===== src/rtl/phy_pwr_pkg.sv =====
package phy_pwr_pkg;

  typedef enum logic [1:0] {
    PS_OFF       = 2'd0,
    PS_WAIT_SYNC = 2'd1,
    PS_INIT      = 2'd2,
    PS_RUN       = 2'd3
  } pwr_state_t;

  typedef enum logic [1:0] {
    POL_FULL  = 2'd0,
    POL_LOW   = 2'd1,
    POL_SAVER = 2'd2
  } neg_policy_t;

endpackage


===== src/rtl/pwr_dis_filter.sv =====
module pwr_dis_filter (
  input  logic clk,
  input  logic rst_n,
  input  logic pin_n_i,
  output logic dis_o
);
  logic meta_q, sync_q, sync_d_q, dis_q;
  logic dis_d;

  always_comb begin
    dis_d = dis_q;
    if (sync_q == sync_d_q) dis_d = ~sync_q;
  end

  always_ff @(posedge clk or negedge rst_n) begin
    if (!rst_n) begin
      meta_q   <= 1'b0;
      sync_q   <= 1'b0;
      sync_d_q <= 1'b0;
      dis_q    <= 1'b1;
    end else begin
      meta_q   <= pin_n_i;
      sync_q   <= meta_q;
      sync_d_q <= sync_q;
      dis_q    <= dis_d;
    end
  end

  assign dis_o = dis_q;
endmodule


===== src/rtl/pwr_seq_fsm.sv =====
module pwr_seq_fsm
  import phy_pwr_pkg::*;
#(
  parameter int SYNC_TIMEOUT = 16
) (
  input  logic       clk,
  input  logic       rst_n,
  input  logic       dis_i,
  input  logic       mac_rst_sync_i,
  input  logic       init_done_i,
  output pwr_state_t state_o,
  output logic       err_o
);
  localparam int TW = $clog2(SYNC_TIMEOUT + 1);
  localparam logic [TW-1:0] TMR_LAST = TW'(SYNC_TIMEOUT - 1);

  pwr_state_t st_q, st_d;
  logic [TW-1:0] tmr_q, tmr_d;
  logic tmr_en;
  logic err_q, err_d;

  always_comb begin
    st_d   = st_q;
    tmr_d  = tmr_q;
    tmr_en = 1'b0;
    err_d  = err_q;
    unique case (st_q)
      PS_OFF: begin
        if (!dis_i) begin
          st_d   = PS_WAIT_SYNC;
          tmr_d  = '0;
          tmr_en = 1'b1;
          err_d  = 1'b0;
        end
      end
      PS_WAIT_SYNC: begin
        if (dis_i) begin
          st_d = PS_OFF;
        end else if (mac_rst_sync_i) begin
          st_d = PS_INIT;
        end else if (tmr_q == TMR_LAST) begin
          st_d  = PS_INIT;
          err_d = 1'b1;
        end else begin
          tmr_d  = tmr_q + 1'b1;
          tmr_en = 1'b1;
        end
      end
      PS_INIT: begin
        if (dis_i)            st_d = PS_OFF;
        else if (init_done_i) st_d = PS_RUN;
      end
      PS_RUN: begin
        if (dis_i) st_d = PS_OFF;
      end
      default: st_d = PS_OFF;
    endcase
  end

  always_ff @(posedge clk or negedge rst_n) begin
    if (!rst_n) begin
      st_q  <= PS_OFF;
      err_q <= 1'b0;
    end else begin
      st_q  <= st_d;
      err_q <= err_d;
    end
  end

  always_ff @(posedge clk or negedge rst_n) begin
    if (!rst_n)      tmr_q <= '0;
    else if (tmr_en) tmr_q <= tmr_d;
  end

  assign state_o = st_q;
  assign err_o   = err_q;
endmodule


===== src/rtl/neg_policy_latch.sv =====
module neg_policy_latch
  import phy_pwr_pkg::*;
#(
  parameter int DEV_STATE_W = 2
) (
  input  logic                   clk,
  input  logic                   rst_n,
  input  logic                   start_i,
  input  logic                   lplu_bit_i,
  input  logic                   nvm_en_i,
  input  logic [DEV_STATE_W-1:0] dev_state_i,
  input  logic                   sys_s0_i,
  input  logic                   saver_req_i,
  output neg_policy_t            policy_o
);
  localparam logic [DEV_STATE_W-1:0] DEV_ACTIVE = '0;

  neg_policy_t pol_q, pol_d, pol_eval;
  logic low_ok;

  always_comb begin
    low_ok = (dev_state_i == DEV_ACTIVE) ? lplu_bit_i : nvm_en_i;
    if (sys_s0_i && saver_req_i) pol_eval = POL_SAVER;
    else if (low_ok)             pol_eval = POL_LOW;
    else                         pol_eval = POL_FULL;
    pol_d = start_i ? pol_eval : pol_q;
  end

  always_ff @(posedge clk or negedge rst_n) begin
    if (!rst_n) pol_q <= POL_FULL;
    else        pol_q <= pol_d;
  end

  assign policy_o = pol_q;
endmodule


===== src/rtl/phy_pwr_ctrl.sv =====
module phy_pwr_ctrl
  import phy_pwr_pkg::*;
#(
  parameter int SYNC_TIMEOUT = 16,
  parameter int DEV_STATE_W  = 2
) (
  input  logic                   clk,
  input  logic                   rst_n,
  input  logic                   disable_n_i,
  input  logic                   mac_rst_sync_i,
  input  logic                   init_done_i,
  input  logic                   wol_cfg_i,
  input  logic                   lplu_bit_i,
  input  logic                   nvm_lplu_en_i,
  input  logic [DEV_STATE_W-1:0] dev_state_i,
  input  logic                   sys_s0_i,
  input  logic                   batt_saver_req_i,
  input  logic                   neg_start_i,
  output logic                   link_idle_o,
  output logic                   link_clk_en_o,
  output logic                   out_tristate_o,
  output logic                   wol_en_o,
  output logic                   init_run_o,
  output logic                   sync_err_o,
  output logic [1:0]             policy_o,
  output logic                   lplu_eff_o
);
  logic rst_meta_q, rst_int_n;
  logic dis_flt;
  pwr_state_t st;
  logic seq_err;
  neg_policy_t pol;

  always_ff @(posedge clk or negedge rst_n) begin
    if (!rst_n) begin
      rst_meta_q <= 1'b0;
      rst_int_n  <= 1'b0;
    end else begin
      rst_meta_q <= 1'b1;
      rst_int_n  <= rst_meta_q;
    end
  end

  pwr_dis_filter u_filt (
    .clk     (clk),
    .rst_n   (rst_int_n),
    .pin_n_i (disable_n_i),
    .dis_o   (dis_flt)
  );

  pwr_seq_fsm #(.SYNC_TIMEOUT(SYNC_TIMEOUT)) u_seq (
    .clk            (clk),
    .rst_n          (rst_int_n),
    .dis_i          (dis_flt),
    .mac_rst_sync_i (mac_rst_sync_i),
    .init_done_i    (init_done_i),
    .state_o        (st),
    .err_o          (seq_err)
  );

  neg_policy_latch #(.DEV_STATE_W(DEV_STATE_W)) u_pol (
    .clk         (clk),
    .rst_n       (rst_int_n),
    .start_i     (neg_start_i),
    .lplu_bit_i  (lplu_bit_i),
    .nvm_en_i    (nvm_lplu_en_i),
    .dev_state_i (dev_state_i),
    .sys_s0_i    (sys_s0_i),
    .saver_req_i (batt_saver_req_i),
    .policy_o    (pol)
  );

  always_comb begin
    out_tristate_o = (st == PS_OFF);
    link_clk_en_o  = (st != PS_OFF);
    link_idle_o    = (st != PS_RUN);
    init_run_o     = (st == PS_INIT);
    wol_en_o       = wol_cfg_i && (st == PS_RUN);
    sync_err_o     = seq_err;
    policy_o       = pol;
    lplu_eff_o     = (pol == POL_LOW);
  end
endmodule


===== config.mk =====
export PLATFORM = sky130hd
export DESIGN_NAME = phy_pwr_ctrl
export DESIGN_NICKNAME = d
export VERILOG_FILES = /design/src/rtl/phy_pwr_pkg.sv /design/src/rtl/pwr_dis_filter.sv /design/src/rtl/pwr_seq_fsm.sv /design/src/rtl/neg_policy_latch.sv /design/src/rtl/phy_pwr_ctrl.sv
export SDC_FILE = /design/constraint.sdc
export NUM_CORES = 1
export LEC_CHECK = 0
export BUFFER_PORTS_ARGS = -buffer_cell sky130_fd_sc_hd__buf_2
export CAP_MARGIN = 20
export CORE_UTILIZATION = 48
export CTS_CLUSTER_DIAMETER = 30
export DETAILED_ROUTE_END_ITERATION = 8
export HOLD_SLACK_MARGIN = 0.03
export PLACE_DENSITY = 0.76
export SLEW_MARGIN = 30
export SYNTH_ARGS = -nofsm -noshare
export SYNTH_HDL_FRONTEND = slang
export SYNTH_SLANG_ARGS = --single-unit

===== constraint.sdc =====
create_clock -name clk -period 1.1 [get_ports clk]
set_clock_uncertainty 0.15 [all_clocks]
set_input_delay 0.275 -clock clk [delete_from_list [all_inputs] [get_ports clk]]
set_output_delay 0.275 -clock clk [all_outputs]
set_load 0.05 [all_outputs]

==> reports/qor.csv, run 1 <==
stage,metric,value,unit
run_status,run_status,"complete, but fails checks",
run_status,violations_in_the_final_reports,setup timing,
job,drv_cap,0,
power,irDropWorstVdd,1.151,mV
die,std_cell_rows,13,
timing,max_freq,544.7,MHz
grt,use_met2,60.71,%
die,chipWidth,40.51,um
grt,grt_max_degree,12,
synth,synth_compound_area_share,14.59,%
synth,ys_warn_count,0,
finish,n_fill_cell,32,
synth,netlist_instances,68,
critical_path,cp_cell_sequence,"ha_2, and3_4, ha_4, buf_4, o21ai_4, a21boi_1, o21bai_1",
grt,global_route.usage.total,31.62,%
clock_network,worst_skew_pair_later_pin_latency,0.32,ns
power,switching_power_summed_over_all_nets,636.1,uW
routing,drt_iter0_drc,28,
timing,final-hold-violation-count,0,
grt,grt_pass1_vias,694,
routing,avgRoutedWirePerCell,23.77,um
clock_network,numCtsBuffers,3,
synth,post_synth_instance_area,711.9,um^2
clock_network,cts_root_buf,sky130_fd_sc_hd__clkbuf_4,
critical_path,worst-setup-path-type,flop to flop,
clock_network,numClockSinks,16,
power,clock_power_share,23.7,%
synth,synth_nets,83,
synth,post_synth_num_cell_types,27,
synth,synth_simple_gate_area_share,17.40,%
worst_hold_path,path_class_of_the_lowest_slack_min_delay_path,flop to asynchronous set/reset pin,
critical_path,slowest_delay,0.42,ns
finish,layout.cells.most_common,sky130_fd_sc_hd__buf_4,
finish,post-route-cell-area,1282,um^2
synth,post_synth_mux_area_share,2.812,%
power,switching_portion_of_total_power,36.12,%
place,place_congestion,0.7721,
finish,final_util,96.15,%
routing,vias_per_cell,5.962,
die,floorplan.die_area,1641,um^2
grt,grt_remaining_overflow,0,
finish,area_growth,80.14,%
critical_path,worst-path-buf-inv,1,
routing,num_vias,781,
power,internal-power,1125,uW
critical_path,critPathLaunchType,flop,
clock_network,tritoncts,built,
power,leakage,0.0006223,uW
grt,grt_pass1_wl,3.077,mm
critical_path,cp.arrival,1.88,ns
timing,fin_worst_hold_slack,0.05577,ns
critical_path,crit_family,compound AO/OA/AOI/OAI gates,
die,chipHeight,40.51,um
clock_network,cts.clk_slew.worst_paths,0.11,ns
timing,rsz_0062_raised_after_global_routing,yes,
timing,setup_ws,-0.7358,ns
power,pwr-share-seq,39.3,%
critical_path,crit_path_top_delay_cell,sky130_fd_sc_hd__dfrtp_1,
finish,diodes,0,
routing,antenna_nets_post_route,0,
routing,routed_wirelength,3.114,mm
synth,postSynthAreaPerCell,10.47,um^2
die,boundaryPins,22,
grt,grt_use_met1,29.86,%
timing,period_minus_slack,1.836,ns
synth,combinational_family_with_the_most_area_after_synthesis,simple AND/OR/NAND/NOR gates,
grt,antenna_found_initial,0,
synth,primary_ff_master_synth,sky130_fd_sc_hd__dfrtp_1,
place,i_o_buffers,21,
finish,number_of_nets_in_the_final_layout,132,
clock_network,h-tree-depth,1,
timing,slew_viol_final,0,
power,power.density_cell_area,1373,nW/um^2
critical_path,worstPathMaxFanout,3,
power,combPwrFrac,37.0,%
synth,postSynth.asyncResetShare,100.0,%
critical_path,cp_data_required_time,1.14,ns
synth,synth_edf_count,0,
finish,layout_common_cells,"sky130_fd_sc_hd__buf_4 (14), sky130_fd_sc_hd__buf_2 (12), sky130_fd_sc_hd__dfrtp_1 (12)",
synth,post_synth_xor_area_fraction,0,%
die,coreArea,1334,um^2
grt,grt_util_met3,10.56,%
die,initial_utilization,53.38,%
synth,yosys_register_bits,16,
timing,setup_violations,17,
finish,drive_gt1_share,62.07,%
finish,area_used_by_sequential_logic_in_the_layout,405.4,um^2
routing,drt_pass_1_iters,4,
synth,seq_area_frac_synth,56.41,%
place,postPlaceCellArea,1010,um^2
routing,drt_drc_violations_left,0,
timing,min_period_over_period,166.9,%
place,dp.final_hpwl,1.132,mm
synth,synthAdderAreaFrac,3.515,%
critical_path,setup.worst_path.end_class,flop,
finish,multiInputGateArea,391.6,um^2
clock_network,clock_tree.buffer_depth,2,
grt,top_usage_layer,met2,
[kinds of logic (layout without fill, tap and decap cells)]
logic type | after synthesis | after routing
AOI/OAI and AO/OA | 16 | 16
buffers and inverters | 8 | 56
DFF | 16 | 16
and+or+nand+nor | 23 | 23
muxes | 2 | 2
adders and majority gates | 2 | 2
other | 1 | 1
[cells in the mapped netlist, types with 2 or more instances]
| library cell | count | area share (%) |
|---|---|---|
| sky130_fd_sc_hd__dfrtp_1 | 15 | 53 |
| sky130_fd_sc_hd__nand2_1 | 7 | 3.7 |
| sky130_fd_sc_hd__inv_1 | 6 | 3.2 |
| sky130_fd_sc_hd__nor2_1 | 6 | 3.2 |
| sky130_fd_sc_hd__o21ai_1 | 4 | 2.8 |
| sky130_fd_sc_hd__and3_1 | 3 | 2.6 |
| sky130_fd_sc_hd__a21boi_1 | 2 | 2.1 |
| sky130_fd_sc_hd__a21oi_1 | 2 | 1.4 |
| sky130_fd_sc_hd__a31oi_1 | 2 | 1.8 |
| sky130_fd_sc_hd__ha_1 | 2 | 3.5 |
| sky130_fd_sc_hd__mux2i_1 | 2 | 2.8 |
| sky130_fd_sc_hd__o2bb2ai_1 | 2 | 2.5 |
[per-layer routing]
layer / routed length [um] / part of all wire [%]
met4: 139 / 4.5
met2: 1664 / 53
met3: 287 / 9.2
met1: 1022 / 33
met5: 0 / 0
[power groups by stage]
stage | registers (uW) | clock network (uW) | logic [uW]
2_1_floorplan | 720 | 0 | 244
6_report | 692 | 418 | 651
3_5_place_dp | 691 | 0 | 443
3_3_place_gp | 688 | 0 | 432
5_1_grt | 694 | 447 | 677
4_1_cts | 680 | 389 | 569
[sequential cells by signal, indices dropped and copies added, names as in the netlist]
name	count
u_filt.meta_q	1
u_seq.err_o	1
u_seq.tmr_q	5
u_seq.state_o	2
rst_int_n	1
u_filt.sync_q	1
rst_meta_q	1
u_filt.dis_o	1
u_filt.sync_d_q	1
u_pol.policy_o	2
[final timing paths]
check,startpoint,endpoint,slack (ns),cells after the start
setup / recovery,u_seq.tmr_q[0]$_DFFE_PN0P_,u_seq.tmr_q[0]$_DFFE_PN0P_,-0.74,7
max in group asynchronous,rst_int_n$_DFF_PN0_,u_seq.tmr_q[0]$_DFFE_PN0P_,0.08,1
setup reg to reg,u_seq.tmr_q[0]$_DFFE_PN0P_,u_seq.tmr_q[0]$_DFFE_PN0P_,-0.74,7
min in group clk,neg_start_i,u_pol.policy_o[1]$_DFFE_PN0P_,0.06,2
hold reg to reg,rst_int_n$_DFF_PN0_,u_seq.tmr_q[3]$_DFFE_PN0P_,0.06,1
hold / removal,rst_int_n$_DFF_PN0_,u_seq.tmr_q[3]$_DFFE_PN0P_,0.06,1
[metrics by stage]
stage                     setup TNS (ns)  total power [uW]  cells  setup slack, ns
after floorplan                   -4.536             964.6     68          -0.5855
after global placement            -5.176              1120    116          -0.5836
after detailed placement          -5.570              1135    116          -0.6292
after CTS                         -7.733              1638    129          -0.6281
after global routing              -9.519              1818    131          -0.7620
final                             -8.905              1761    131          -0.7358
[layout make-up]
class / count / share of cell area [%]
Timing Repair Buffer: 45 / 31.51
Multi-Input combinational cell: 44 / 30.54
Tap cell: 15 / 1.463
Inverter: 7 / 2.049
Sequential cell: 16 / 31.61
Clock buffer: 4 / 2.829
[what timing repair did]
action,in CTS,in global routing
cloned,0,0
endpoints found under the hold margin,6,0
buffers inserted,6,2
pin swaps,7,6
hold buffers,3,0
gates resized for setup,31,8
endpoints found under the setup margin,17,17
Note: power is estimated with default switching activity, not from simulation.
==> run 2, diff against run 1 <==
--- a/config.mk
+++ b/config.mk
@@ -11,7 +11,7 @@
 export CTS_CLUSTER_DIAMETER = 30
 export DETAILED_ROUTE_END_ITERATION = 8
 export HOLD_SLACK_MARGIN = 0.03
-export PLACE_DENSITY = 0.76
+export PLACE_DENSITY_LB_ADDON = 0.3
 export SLEW_MARGIN = 30
 export SYNTH_ARGS = -nofsm -noshare
 export SYNTH_HDL_FRONTEND = slang
==> run 2 against run 1 <==
  * Largest power group unchanged
  * Fmax rose by 2.0%
  * The flow finishes with violations (hold timing, setup timing)
  * Sequential power barely moved
  * Final cell count did not move
  * Critical path type unchanged
  * Critical path depth fell by 1
  * Global-route usage rose by 0.98 points
  * Clock power fell by 6.5%
  * Via count fell by 6.3%
  * Critical endpoint is now u_seq.tmr_q[2]$_DFFE_PN0P_
  * Cell area fell by 2.7%
  * Sequential share of layout area rose by 0.89 points
  * Worst setup slack improved by 0.035 ns
  * Die area did not move
  * Power fell by 5.5%
==> reports/qor.csv, run 2 (synthesized netlist as in run 1, its figures left out) <==
stage,metric,value,unit,change
routing,avgRoutedWirePerCell,17.92,um,-25%
critical_path,critPathLaunchType,flop,,
timing,setup_ws,-0.7006,ns,+0.03518 ns
finish,number_of_nets_in_the_final_layout,132,,unchanged
place,i_o_buffers,21,,unchanged
finish,largest-register,u_seq.tmr_q,,
die,chipWidth,40.51,um,unchanged
critical_path,cp_data_required_time,1.13,ns,about the same
run_status,violations_in_the_final_reports,"hold timing, setup timing",,
clock_network,postCtsHoldBufs,3,,unchanged
critical_path,setup.worst_path.end_class,flop,,
timing,min_period_over_period,163.7,%,-3.2 points
clock_network,clock_tree.buffer_depth,2,,unchanged
clock_network,cts_root_buf,sky130_fd_sc_hd__clkbuf_4,,
die,boundaryPins,22,,unchanged
grt,grt_pass1_vias,708,,+2.0%
routing,antenna_nets_post_route,0,,unchanged
place,place_congestion,0.7636,,-1.1%
die,coreArea,1334,um^2,unchanged
power,power,1664,uW,-5.5%
routing,routed_wirelength,2.347,mm,-25%
critical_path,cp.arrival,1.83,ns,-0.05 ns
timing,slew_viol_final,0,,unchanged
clock_network,cts.clk_slew.worst_paths,0.10,ns,about the same
finish,diodes,0,,unchanged
job,drv_cap,0,,unchanged
routing,num_vias,732,,-6.3%
power,combPwrFrac,34.9,%,-2.1 points
die,floorplan.die_area,1641,um^2,unchanged
run_status,run_status,"complete, but fails checks",,
power,internal-power,1099,uW,-2.3%
timing,final-hold-violation-count,4,,+4
critical_path,crit-reg2reg-launch,u_seq.tmr_q[1]$_DFFE_PN0P_,,
die,initial_utilization,53.38,%,unchanged
critical_path,cp-startpoint,u_seq.tmr_q[1]$_DFFE_PN0P_,,
timing,setup_violations,17,,unchanged
power,power.density_cell_area,1334,nW/um^2,-2.8%
worst_hold_path,path_class_of_the_lowest_slack_min_delay_path,flop to asynchronous set/reset pin,,
routing,vias_per_cell,5.588,,-6.3%
routing,drt_drc_violations_left,0,,unchanged
timing,fin_worst_hold_slack,-0.03642,ns,-0.09219 ns
finish,drive_gt1_share,57.76,%,-4.3 points
timing,max_freq,555.4,MHz,+2.0%
clock_network,numCtsBuffers,3,,unchanged
power,switching_power_summed_over_all_nets,565.5,uW,-11%
clock_network,h-tree-depth,1,,unchanged
clock_network,worst_skew_pair_later_pin_latency,0.29,ns,-0.03 ns
die,std_cell_rows,13,,unchanged
power,irDropWorstVdd,0.9484,mV,-18%
power,clock_power_share,23.5,%,-0.2 points
place,dp.final_hpwl,1.288,mm,+14%
clock_network,tritoncts,built,,
critical_path,worstPathMaxFanout,4,,+1
die,chipHeight,40.51,um,unchanged
clock_network,numClockSinks,16,,unchanged
grt,antenna_found_initial,0,,unchanged
timing,rsz_0062_raised_after_global_routing,yes,,
grt,grt_max_degree,11,,-1
critical_path,worst-setup-path-type,flop to flop,,
timing,period_minus_slack,1.801,ns,-0.03518 ns
power,switching_portion_of_total_power,33.97,%,-2.1 points
finish,area_growth,75.22,%,
grt,global_route.usage.total,32.59,%,+0.98 points
grt,grt_pass1_wl,3.208,mm,+4.3%
finish,layout.cells.most_common,sky130_fd_sc_hd__buf_4,,
power,leakage,0.0006159,uW,-1.0%
finish,layout_common_cells,"sky130_fd_sc_hd__buf_4 (16), sky130_fd_sc_hd__buf_2 (12), sky130_fd_sc_hd__dfrtp_1 (12)",,
finish,largest_register_ffs,5,,unchanged
timing,final.setup.tns,-8.039,ns,+0.8656 ns
grt,grt_remaining_overflow,0,,unchanged
routing,drt_iter0_drc,13,,-54%
routing,drt_pass_1_iters,5,,+1
power,pwr-share-seq,41.6,%,+2.3 points
[run 2: changes by cell type in the layout (fill, tap and decap cells not counted), moves of 2 or more]
cell                      delta
sky130_fd_sc_hd__nand2_2     -2
sky130_fd_sc_hd__buf_6       -2
sky130_fd_sc_hd__buf_4       +2
sky130_fd_sc_hd__nand2_1     +2
[run 2: path summary, 6_finish.rpt]
kind | endpoint | slack, ns | cells after the start
max | u_seq.tmr_q[2]$_DFFE_PN0P_ | -0.70 | 6
min | u_seq.tmr_q[2]$_DFFE_PN0P_ | -0.04 | 0
max reg2reg | u_seq.tmr_q[2]$_DFFE_PN0P_ | -0.70 | 6
min reg2reg | u_seq.tmr_q[2]$_DFFE_PN0P_ | -0.04 | 0
max in group asynchronous | u_filt.dis_o$_DFFE_PN1N_ | 0.40 | 1
min in group clk | u_pol.policy_o[1]$_DFFE_PN0P_ | 0.08 | 3
[run 2: final cells by class]
cell class,instances,area (um^2)
tap,15,18.77
clock buffer,4,36.28
multi-input combinational,44,364.1
fill,45,86.33
timing repair buffer,45,396.6
inverter,7,26.28
sequential,16,405.4
[run 2: worst max-delay path: stages (launching register included)]
cell and delay, ns:
sky130_fd_sc_hd__dfrtp_1 0.42, sky130_fd_sc_hd__ha_2 0.21, sky130_fd_sc_hd__and3_4 0.19, sky130_fd_sc_hd__ha_4 0.16
sky130_fd_sc_hd__or3b_1 0.34, sky130_fd_sc_hd__a21boi_1 0.13, sky130_fd_sc_hd__mux2i_1 0.09
[run 2: metal layers]
| layer | vias to the layer above | GRT usage [%] | wire, um |
|---|---|---|---|
| li1 | 330 | - | - |
| met3 | 8 | 5.000 | 92 |
| met5 | - | 0 | 0 |
| met1 | 358 | 30.00 | 807 |
| met2 | 36 | 68.25 | 1379 |
| met4 | 0 | 11.67 | 68 |
[run 2: stage by stage]
stage / utilization [%] / instances / cell area, um^2 / worst slack, ns / hold slack, ns
2_1_floorplan: - / 68 / 774.5 / -0.5855 / -0.1706
4_1_cts: 92.40 / 130 / 1232 / -0.6389 / -0.03116
3_5_place_dp: 76.27 / 117 / 1017 / -0.6344 / -0.08681
6_report: 93.53 / 131 / 1247 / -0.7006 / -0.03642
5_1_grt: 93.53 / 131 / 1247 / -0.7504 / -0.02566
3_3_place_gp: 76.27 / 117 / 1017 / -0.5824 / -0.08994
[run 2: timing repair]
item | CTS | global route
resized for setup | 29 | 2
setup buffers | 6 | 1
pin swaps | 11 | 1
hold endpoints to repair | 8 | 4
endpoints found under the setup margin | 17 | 17
[run 2: power groups by stage]
stage | logic [uW] | clock network, uW | registers [uW]
6_report | 581 | 391 | 692
4_1_cts | 553 | 403 | 684
5_1_grt | 611 | 421 | 696
3_3_place_gp | 433 | 0 | 689
3_5_place_dp | 450 | 0 | 693
2_1_floorplan | 244 | 0 | 720
==> run 3, diff against run 2 <==
--- a/config.mk
+++ b/config.mk
@@ -12,6 +12,7 @@
 export DETAILED_ROUTE_END_ITERATION = 8
 export HOLD_SLACK_MARGIN = 0.03
 export PLACE_DENSITY_LB_ADDON = 0.3
+export SKIP_CTS_REPAIR_TIMING = 1
 export SLEW_MARGIN = 30
 export SYNTH_ARGS = -nofsm -noshare
 export SYNTH_HDL_FRONTEND = slang
==> run 3 against run 2 <==
  * The flow still finishes with violations (hold timing, setup timing)
  * Worst hold slack worse by 0.0021 ns
  * Worst setup slack better by 0.0064 ns
  * Die area stayed put
  * Global-route usage down 8.6 points
  * First-iteration DRC count increased by 31%
  * Critical path depth did not move
  * Wire length down 16%
  * Largest cell class unchanged
  * Highest routed layer unchanged
==> reports/qor.csv, run 3 (synthesized netlist as in run 1, its figures left out) <==
stage,metric,value,unit,change
power,clock_power_share,24.1,%,+0.6 points
grt,grt_pass1_vias,552,,-22%
finish,instances_no_fill,126,,-3.8%
grt,grt_max_degree,11,,unchanged
clock_network,worst_skew_pair_later_pin_latency,0.29,ns,about the same
clock_network,clock_tree.buffer_depth,2,,unchanged
critical_path,worst-setup-path-type,flop to flop,,
timing,setup_violations,17,,unchanged
clock_network,numCtsBuffers,3,,unchanged
routing,drt_pass_1_iters,4,,-1
worst_hold_path,path_class_of_the_lowest_slack_min_delay_path,flop to asynchronous set/reset pin,,
power,power.density_cell_area,1369,nW/um^2,+2.6%
place,postPlaceCellArea,1017,um^2,unchanged
finish,largest-register,u_seq.tmr_q,,
timing,final.setup.tns,-7.790,ns,+0.2489 ns
clock_network,numClockSinks,16,,unchanged
clock_network,cts.clk_slew.worst_paths,0.09,ns,about the same
timing,min_period_over_period,163.1,%,-0.58 points
clock_network,tritoncts,built,,
job,drv_cap,0,,unchanged
routing,antenna_nets_post_route,0,,unchanged
finish,diodes,0,,unchanged
routing,drt_iter0_drc,17,,+4
grt,antenna_found_initial,0,,unchanged
timing,slew_viol_final,0,,unchanged
die,chipHeight,40.51,um,unchanged
clock_network,cts_root_buf,sky130_fd_sc_hd__clkbuf_4,,
die,chipWidth,40.51,um,unchanged
clock_network,h-tree-depth,1,,unchanged
power,switching_portion_of_total_power,33.15,%,-0.82 points
power,pwr-share-seq,42.4,%,+0.8 points
finish,layout.cells.most_common,sky130_fd_sc_hd__buf_2,,
timing,period_minus_slack,1.794,ns,-0.006424 ns
place,i_o_buffers,21,,unchanged
finish,largest_register_ffs,5,,unchanged
finish,layout_common_cells,"sky130_fd_sc_hd__buf_2 (13), sky130_fd_sc_hd__dfrtp_1 (12), sky130_fd_sc_hd__buf_4 (11)",,
die,coreArea,1334,um^2,unchanged
finish,area_growth,66.08,%,
die,std_cell_rows,13,,unchanged
routing,avgRoutedWirePerCell,15.60,um,-13%
routing,num_vias,675,,-7.8%
timing,setup_ws,-0.6942,ns,+0.006424 ns
finish,post-route-cell-area,1182,um^2,-5.2%
timing,max_freq,557.4,MHz,+0.36%
timing,rsz_0062_raised_after_global_routing,yes,,
routing,drt_drc_violations_left,0,,unchanged
finish,drive_gt1_share,52.25,%,-5.5 points
die,boundaryPins,22,,unchanged
run_status,run_status,"complete, but fails checks",,
power,switching_power_summed_over_all_nets,536.7,uW,-5.1%
timing,final-hold-violation-count,4,,unchanged
finish,number_of_nets_in_the_final_layout,127,,-3.8%
power,internal-power,1082,uW,-1.5%
grt,grt_remaining_overflow,0,,unchanged
grt,global_route.usage.total,24.04,%,-8.6 points
critical_path,cp_data_required_time,1.19,ns,+0.06 ns
routing,vias_per_cell,5.357,,-4.1%
power,irDropWorstVdd,1.108,mV,+17%
routing,routed_wirelength,1.965,mm,-16%
run_status,violations_in_the_final_reports,"hold timing, setup timing",,
timing,fin_worst_hold_slack,-0.03854,ns,-0.002115 ns
finish,final_util,88.65,%,-4.9 points
critical_path,worstPathMaxFanout,4,,unchanged
grt,grt_pass1_wl,2.373,mm,-26%
power,combPwrFrac,33.4,%,-1.5 points
place,place_congestion,0.7636,,unchanged
die,floorplan.die_area,1641,um^2,unchanged
die,initial_utilization,53.38,%,unchanged
place,dp.final_hpwl,1.288,mm,unchanged
power,leakage,0.0005859,uW,-4.9%
critical_path,critPathLaunchType,flop,,
critical_path,cp.arrival,1.88,ns,+0.05 ns
critical_path,setup.worst_path.end_class,flop,,
place,placed_cells_incl_taps,117,,unchanged
==> run 3: cell types whose count changed in the layout (fill, tap and decap cells not counted), sizes merged <==
cell | before | now
buf | 42 | 37
==> run 3: power groups by stage <==
stage | Sequential (uW) | Combinational (uW) | Clock (uW)
2_1_floorplan | 720 | 244 | 0
3_3_place_gp | 689 | 433 | 0
3_5_place_dp | 693 | 450 | 0
4_1_cts | 682 | 451 | 403
5_1_grt | 692 | 572 | 423
6_report | 687 | 541 | 391
==> run 3: routing by layer <==
metal  share of wire (%)  GRT usage (%)
met1                  36          26.33
met2                  59          42.86
met3                 2.7          5.000
met4                 1.8          12.50
met5                   0              0
==> run 3: through the flow <==
step,total power [uW],worst slack [ns]
floorplan,964.6,-0.5855
CTS,1536,-0.6428
detailed placement,1143,-0.6344
finish,1619,-0.6942
global placement,1122,-0.5824
global route,1688,-0.7416
==> run 3: worst paths after layout <==
check	from	to	slack, ns	cells past startpoint
worst max register to register	u_seq.tmr_q[1]$_DFFE_PN0P_	u_seq.tmr_q[3]$_DFFE_PN0P_	-0.69	6
worst min register to register	rst_int_n$_DFF_PN0_	u_seq.tmr_q[2]$_DFFE_PN0P_	-0.04	0
worst max-delay path	u_seq.tmr_q[1]$_DFFE_PN0P_	u_seq.tmr_q[3]$_DFFE_PN0P_	-0.69	6
max in group asynchronous	rst_int_n$_DFF_PN0_	u_filt.dis_o$_DFFE_PN1N_	0.41	1
worst min-delay path	rst_int_n$_DFF_PN0_	u_seq.tmr_q[2]$_DFFE_PN0P_	-0.04	0
min in group clk	batt_saver_req_i	u_pol.policy_o[1]$_DFFE_PN0P_	0.08	3
==> run 3: worst max-delay path, cell delays in order (launching register included) <==
cell and delay, ns:
sky130_fd_sc_hd__dfrtp_1 0.40, sky130_fd_sc_hd__ha_2 0.20, sky130_fd_sc_hd__and3_4 0.18, sky130_fd_sc_hd__ha_4 0.16, sky130_fd_sc_hd__nor2_1 0.25, sky130_fd_sc_hd__and4b_1 0.27, sky130_fd_sc_hd__a21o_1 0.13
==> run 3: cell type report <==
type	instances	area, um^2
Sequential cell	16	405.4
Timing Repair Buffer	40	360.3
Multi-Input combinational cell	44	335.3
Fill cell	55	151.4
Clock buffer	4	36.28
Inverter	7	26.28
Tap cell	15	18.77
